`src/rtl/async_tx.sv`:
```
module async_tx #(
  parameter int DIV_W = 16,
  parameter int OVS   = 16
) (
  input  logic             clk,
  input  logic             rst_n,
  input  logic [DIV_W-1:0] divisor,
  input  logic [1:0]       word_len,
  input  logic [1:0]       par_mode,
  input  logic [2:0]       stop_sel,
  input  logic             brk,
  input  logic             wr_en,
  input  logic [7:0]       wr_data,
  output logic             wr_ready,
  output logic             empty_irq,
  output logic             busy,
  output logic             txd
);
  localparam int CW = $clog2(3 * OVS + 1);

  typedef enum logic [2:0] {S_IDLE, S_START, S_DATA, S_PAR, S_STOP, S_BRK} st_t;

  function automatic logic [CW-1:0] stop_ticks(input logic [2:0] code);
    case (code)
      3'd0:    stop_ticks = '0;
      3'd1:    stop_ticks = CW'(OVS);
      3'd2:    stop_ticks = CW'(OVS * 3 / 2);
      3'd3:    stop_ticks = CW'(OVS * 2);
      3'd4:    stop_ticks = CW'(OVS * 5 / 2);
      default: stop_ticks = CW'(OVS * 3);
    endcase
  endfunction

  logic [DIV_W-1:0] cnt, lim;
  logic             tick;
  assign lim  = (divisor < DIV_W'(2)) ? DIV_W'(1) : divisor - DIV_W'(1);
  assign tick = (cnt >= lim);

  always_ff @(posedge clk or negedge rst_n)
    if (!rst_n)    cnt <= '0;
    else if (tick) cnt <= '0;
    else           cnt <= cnt + DIV_W'(1);

  st_t         st, st_n;
  logic [CW-1:0] left, left_n;
  logic [7:0]  hold, sh;
  logic        hold_full;
  logic [2:0]  bitn, last;
  logic [1:0]  f_len;
  logic        f_par_en, f_par_bit;
  logic [CW-1:0] f_stop, brk_stop;
  logic        load, shift, endbits, go;
  logic [7:0]  mask;

  assign last     = {1'b0, f_len} + 3'd4;
  assign brk_stop = (stop_ticks(stop_sel) < CW'(OVS)) ? CW'(OVS) : stop_ticks(stop_sel);
  assign mask     = 8'hFF >> (2'd3 - word_len);

  always_comb begin
    st_n = st; left_n = left; load = 1'b0; shift = 1'b0;
    endbits = 1'b0; go = 1'b0;
    if (tick) begin
      if (left != '0) left_n = left - CW'(1);
      else begin
        case (st)
          S_IDLE:  go = 1'b1;
          S_START: begin st_n = S_DATA; left_n = CW'(OVS - 1); end
          S_DATA:
            if (bitn == last) begin
              if (f_par_en) begin st_n = S_PAR; left_n = CW'(OVS - 1); end
              else endbits = 1'b1;
            end else begin
              shift = 1'b1; left_n = CW'(OVS - 1);
            end
          S_PAR:   endbits = 1'b1;
          S_STOP:  go = 1'b1;
          S_BRK:   if (!brk) begin st_n = S_STOP; left_n = brk_stop - CW'(1); end
          default: st_n = S_IDLE;
        endcase
        if (endbits) begin
          if (f_stop != '0) begin st_n = S_STOP; left_n = f_stop - CW'(1); end
          else go = 1'b1;
        end
        if (go) begin
          if (brk) st_n = S_BRK;
          else if (hold_full) begin st_n = S_START; left_n = CW'(OVS - 1); load = 1'b1; end
          else st_n = S_IDLE;
        end
      end
    end
  end

  always_ff @(posedge clk or negedge rst_n)
    if (!rst_n) begin
      st <= S_IDLE; left <= '0; hold <= '0; hold_full <= 1'b0; sh <= '0;
      bitn <= '0; f_len <= '0; f_par_en <= 1'b0; f_par_bit <= 1'b0;
      f_stop <= '0; empty_irq <= 1'b0;
    end else begin
      st <= st_n;
      left <= left_n;
      empty_irq <= load;
      if (wr_en && !hold_full) begin
        hold <= wr_data;
        hold_full <= 1'b1;
      end
      if (load) begin
        hold_full <= 1'b0;
        sh        <= hold;
        bitn      <= '0;
        f_len     <= word_len;
        f_par_en  <= par_mode == 2'b01 || par_mode == 2'b10;
        f_par_bit <= (^(hold & mask)) ^ (par_mode == 2'b10);
        f_stop    <= stop_ticks(stop_sel);
      end else if (shift) begin
        sh   <= sh >> 1;
        bitn <= bitn + 3'd1;
      end
    end

  assign wr_ready = !hold_full;
  assign busy     = (st != S_IDLE) || hold_full;
  assign txd      = (st == S_START || st == S_BRK) ? 1'b0 :
                    (st == S_DATA) ? sh[0] :
                    (st == S_PAR)  ? f_par_bit : 1'b1;
endmodule


```
`config.mk`:
```
export PLATFORM = sky130hd
export DESIGN_NAME = async_tx
export DESIGN_NICKNAME = d
export VERILOG_FILES = /design/src/rtl/async_tx.sv
export SDC_FILE = /design/constraint.sdc
export NUM_CORES = 1
export LEC_CHECK = 0
export BUFFER_PORTS_ARGS = -buffer_cell sky130_fd_sc_hd__clkbuf_2
export CORE_ASPECT_RATIO = 0.5
export CORE_MARGIN = 5
export CORE_UTILIZATION = 35
export DETAILED_ROUTE_END_ITERATION = 8
export PLACE_DENSITY_LB_ADDON = 0.12
export SKIP_CTS_REPAIR_TIMING = 1
export SYNTH_ARGS = -nofsm -noshare
export SYNTH_HDL_FRONTEND = slang
export SYNTH_SLANG_ARGS = --single-unit
```
`constraint.sdc`:
```
create_clock -name clk -period 3.5 [get_ports clk]
set_input_delay 0.7 -clock clk [delete_from_list [all_inputs] [get_ports clk]]
set_output_delay 0.7 -clock clk [all_outputs]
set_load 0.005 [all_outputs]
```
==> reports/metrics.cfg, run 1 <==
[outcome]
outcome=complete, but fails checks
violations=setup timing

[routing]
wl_met1_um=4280
viasPerCell=5.02
wl_met2_um=3760
met3WireLength_um=513
firstDrtPassIters=4
top_layer_used=met4
ant_nets=0
vias=2985
wirelength_um=8620
drtIter0Drc=183
route.detailed.drc=0
wl_per_cell_um=14.5

[power_and_ir_drop]
leakage_uw=0.00221
power_density_nw_per_um2=561
ir_worst_vdd_v=0.000215
p_total_uw=2630

[floorplanning]
die_area_um2=12500
die_h_um=81.7
start_util=0.355
coreArea_um2=10100
io_pins=39
rows=26
die_w_um=153

[critical_path]
critPathMaxFanout=10
critPathLaunchType=input pin
ff2ff_path_depth=8
end_kind=register
critPathArrivalTime_ns=3.98
reg2reg_to=sh[6]
r2r_start=cnt[10]
crit_type=in2reg
cp.required_ns=3.67
r2r_slack_ns=1.03

[grt]
antenna_found_initial=0
grt_pass1_vias=3106
grt_pass1_wl_um=14600
grt_usage=0.142
grt_remaining_overflow=0
grt_max_degree=29

[sta]
hold_viol_final=0
fin_ws_ns=-0.305
fin_hold_ws_ns=0.433
fin_tns_setup_ns=-5.43
rsz0062_at_grt=yes
maxSlewViolCount=0
max_freq_ghz=0.263
period_needed_ns=3.81
fin_skew_ns=0.00867
relSlewSlack=0.442
fin_crit_sh=1.09
finalSetupViolCount=30
worstMarginPinSlew_ns=0.835

[synthesis]
yosysSeqAreaShare=0.369
ys_ff_latch=53
synth_warnings=0
async_flop_share=1.00
synthesis.nets=432
synth_cell_types=57
synth_flop_cell=dfrtp_1
post_synth_inst_count=372
synth_edf_count=0
netlist_area_um2=3600
synth.avg_cell_area_um2=9.67

[clock_tree]
clk_latency_ns=0.29
clock-sinks=53
cts.clk_slew.worst_paths_ns=0.07
clockBufferDepth=2
cts_tree=yes
htreeDepth=2
numCtsBuffers=5
clock-root-buffer=clkbuf_16

[place]
gp_congestion=0.817
io_buffers=38
hpwl_um=6640

[final_layout]
final_util=0.464
areaGrowthSynthToFinish_pct=30.6
antenna_cells=0
drive_gt1_frac=0.338
nets=514

[run]
drv_cap=0

[min_path]
hold_path.class=in2async

cell families after synthesis:
kind of cell             count (synthesis)  share of synthesized area
AND/OR/NAND/NOR                        135                      0.192
AO/OA/AOI/OAI                           59                      0.128
flip-flops                              53                      0.369
XOR/XNOR                                37                     0.0901
multiplexers                            33                      0.101
buffers and inverters                   30                     0.0331
adder cells (fa/ha/maj)                 25                     0.0870
layout by cell type (no fill, tap or decap), types with 5 or more instances in the layout:
cell / synthesis / routed
a21oi_1: 11 / 8
and3_1: 5 / 5
buf_4: 1 / 36
buf_6: 0 / 9
clkbuf_16: 0 / 5
clkbuf_2: 1 / 37
dfrtp_1: 53 / 53
ha_1: 25 / 23
inv_1: 21 / 21
mux2_2: 27 / 21
mux2_4: 0 / 6
mux2i_1: 6 / 6
nand2_1: 33 / 29
nand2b_1: 5 / 5
nand3_1: 10 / 9
nor2_1: 41 / 38
nor2b_1: 5 / 5
o21ai_0: 12 / 11
xnor2_1: 18 / 18
xor2_1: 19 / 19
Yosys cell counts, drive strengths merged (3+ instances only):
library cell  instances  area (um^2)
ha                   25          313
inv                  21         78.8
dfrtp                53         1330
mux2i                 6         60.1
xor2                 19          166
mux2                 27          304
nor4                  4         25.0
nand2                33          124
nor3b                 3         22.5
nand4                 4         25.0
o21ai                12         60.1
a211oi                5         62.6
clkbuf                7         27.5
xnor2                18          158
nand3                10         50.1
nand2b                5         31.3
nor3                  8         51.3
a21oi                12         63.8
or3                   3         18.8
nor2b                 5         31.3
and3                  5         31.3
a21o                  3         22.5
nor2                 41          154
or4                   6         45.0
state kept, by name, indices dropped and copies added, names as in the netlist:
name,cells
cnt,16
hold,8
sh,8
left,6
bitn,3
f_stop,3
st,3
f_len,2
empty_irq,1
f_par_bit,1
f_par_en,1
hold_full,1
through the flow:
stage               setup WS, ns  cell area, um^2  cells
global route              -0.421             4700    595
CTS                       -0.450             4510    588
global placement          -0.699             4340    580
detailed placement        -0.738             4340    580
finish                    -0.305             4700    595
floorplan                 -0.375             3730    372
critical path, cell delays in order:
cell,delay [ns]
buf_6,0.09
or4_4,0.55
or3_4,0.39
nor3_2,0.11
nand2_1,0.08
xnor2_1,0.14
nand2_1,0.08
ha_1,0.27
nand4_1,0.19
nor3_2,0.06
or3_4,0.35
a211oi_4,0.28
buf_6,0.16
a211oi_4,0.04
buf_12,0.19
mux2_4,0.29
final cells by class:
cell class	instances	area (um^2)
fill	980	5420
timing repair buffer	84	597
clock inverter	1	30.0
tap	140	175
clock buffer	7	143
inverter	21	78.8
sequential	53	1330
multi-input combinational	289	2350
how the worst max path moves through the flow:
stage / slack, ns / from / cells after the start / to
floorplan: -0.38 / divisor[7] / 12 / sh[1]
detailed placement: -0.74 / divisor[7] / 13 / st[1]
finish: -0.31 / divisor[7] / 16 / sh[0]
global route: -0.42 / divisor[7] / 16 / sh[0]
global placement: -0.70 / divisor[7] / 13 / st[1]
CTS: -0.45 / divisor[7] / 13 / st[1]
per-layer routing:
metal	global-route usage	vias to the layer above
li1	-	1491
met1	0.191	1415
met2	0.234	72
met3	0.0353	7
met4	0.0335	0
met5	0	-
power breakdown:
group	total, uW	internal (uW)	switching [uW]
Combinational	1040	534	505
Clock	572	358	214
Sequential	1020	801	221
(Power assumes the default switching activity.)
==> inputs of run 2 (changes only) <==
- REMOVE_ABC_BUFFERS: default -> 1
==> reports/metrics.cfg, run 2 (synthesis results as in run 1) <==
[grt]
antenna_found_initial=0
grt_remaining_overflow=0
grt_usage=0.142
grt_pass1_vias=3136
grtUsageMet3=0.0389
grt_pass1_wl_um=14700
use_met1=0.185
grt_max_degree=38
met2_usage=0.242
grt_most_used_layer=met2

[routing]
viasPerCell=5.05
vias=3020
wirelength_um=8590
firstDrtPassIters=4
route.detailed.drc=0
wl_per_cell_um=14.4
drtIter0Drc=146
ant_nets=0

[final_layout]
mostFrequentLayoutCells=dfrtp_1, nor2_1, buf_4, clkbuf_2, nand2_1
largest_reg_flops=16
final_util=0.460
instances_no_fill=598
top_regs=cnt (16), hold (8), sh (8)
antenna_cells=0
drive_gt1_frac=0.328
top_register=cnt
layout_commonest_cell=dfrtp_1
areaGrowthSynthToFinish_pct=29.4
fillers=1008
nets=517

[sta]
fin_crit_sh=1.13
fin_ws_ns=-0.445
hold_viol_final=0
max_freq_ghz=0.253
worstMarginPinSlew_ns=0.944
maxSlewViolCount=0
relSlewSlack=0.371
finalSetupViolCount=45
fin_skew_ns=0.00520
period_needed_ns=3.95
fin_hold_ws_ns=0.505
rsz0062_at_grt=yes
fin_tns_setup_ns=-10.72

[place]
pre_cts_ws_ns=-0.963
hpwl_um=6460
gp_congestion=0.851
io_buffers=38
placedCellCount=580

[critical_path]
r2r_slack_ns=0.91
critPathBufInv=4
worstPathCellList=buf_6 > or4_4 > or3_4 > nor3_4 > a22o_1 > ha_4 > nand4_1 > nor3_2 > or3_4 > a211oi_4 > buf_6 > a211oi_4 > buf_6 > clkbuf_16 > mux2_4
path_common_cell=buf_6
end_kind=register
critPathMaxFanout=5
cp.required_ns=3.69
critPathArrivalTime_ns=4.13
critPathLaunchType=input pin
crit_type=in2reg
slowest_stage=or4_4
path_delay_family=simple AND/OR/NAND/NOR gates
slowest_delay_ns=0.54

[power_and_ir_drop]
ir_worst_vdd_v=0.000318
power_density_nw_per_um2=545
leakage_uw=0.00221

[outcome]
outcome=complete, but fails checks
violations=setup timing

[floorplanning]
rows=26
die_h_um=81.7
coreArea_um2=10100
io_pins=39
die_w_um=153
start_util=0.355
die_area_um2=12500

[clock_tree]
clockBufferDepth=2
cts.clk_slew.worst_paths_ns=0.07
cts_tree=yes
htreeDepth=2
clock-sinks=53
clk_latency_ns=0.30
numCtsBuffers=5
clock-root-buffer=clkbuf_16

[min_path]
hold_path.class=reg2reg

[run]
drv_cap=0

run 2: layout make-up:
type                            instances  area [um^2]  area share
Clock buffer                            5          125      0.0269
Clock inverter                          3         26.3     0.00565
Inverter                               21         78.8      0.0169
Multi-Input combinational cell        289         2300       0.494
Sequential cell                        53         1330       0.285
Tap cell                              140          175      0.0377
Timing Repair Buffer                   87          624       0.134
run 2: worst paths after layout:
kind                            start       to  cells past startpoint
hold / removal                  sh[6]    sh[6]                      1
setup reg to reg            f_stop[3]    sh[1]                      9
hold reg to reg                 sh[6]    sh[6]                      1
min in group asynchronous       rst_n  hold[6]                      1
setup / recovery           divisor[7]    sh[0]                     15
max in group asynchronous       rst_n   cnt[8]                      2
run 2: power breakdown:
group	internal (uW)	leakage [uW]	total, uW	switching, uW
clock	271	0.0000744	514	243
combinational	506	0.00147	1010	503
sequential	801	0.000668	1010	210
total	1580	0.00221	2530	957
run 2: per-layer routing:
metal	part of all wire	vias to the layer above
li1	-	1493
met1	0.48	1463
met2	0.46	58
met3	0.052	6
met4	0.0077	0
met5	0	-
run 2: worst register-to-register path, cell delays in order, from the launching register on:
cell and delay [ns]:
dfrtp_1 0.37, inv_1 0.12, ha_1 0.20, or3b_1 0.39, a21oi_2 0.20, o311ai_4 0.30
a211oi_4 0.30, buf_6 0.16, buf_12 0.11, mux2_2 0.33
run 2: stage by stage:
stage               area [um^2]  total power, uW
detailed placement         4240             1990
global placement           4240             1960
floorplan                  3560             1680
global route               4650             2750
CTS                        4390             2520
finish                     4650             2530
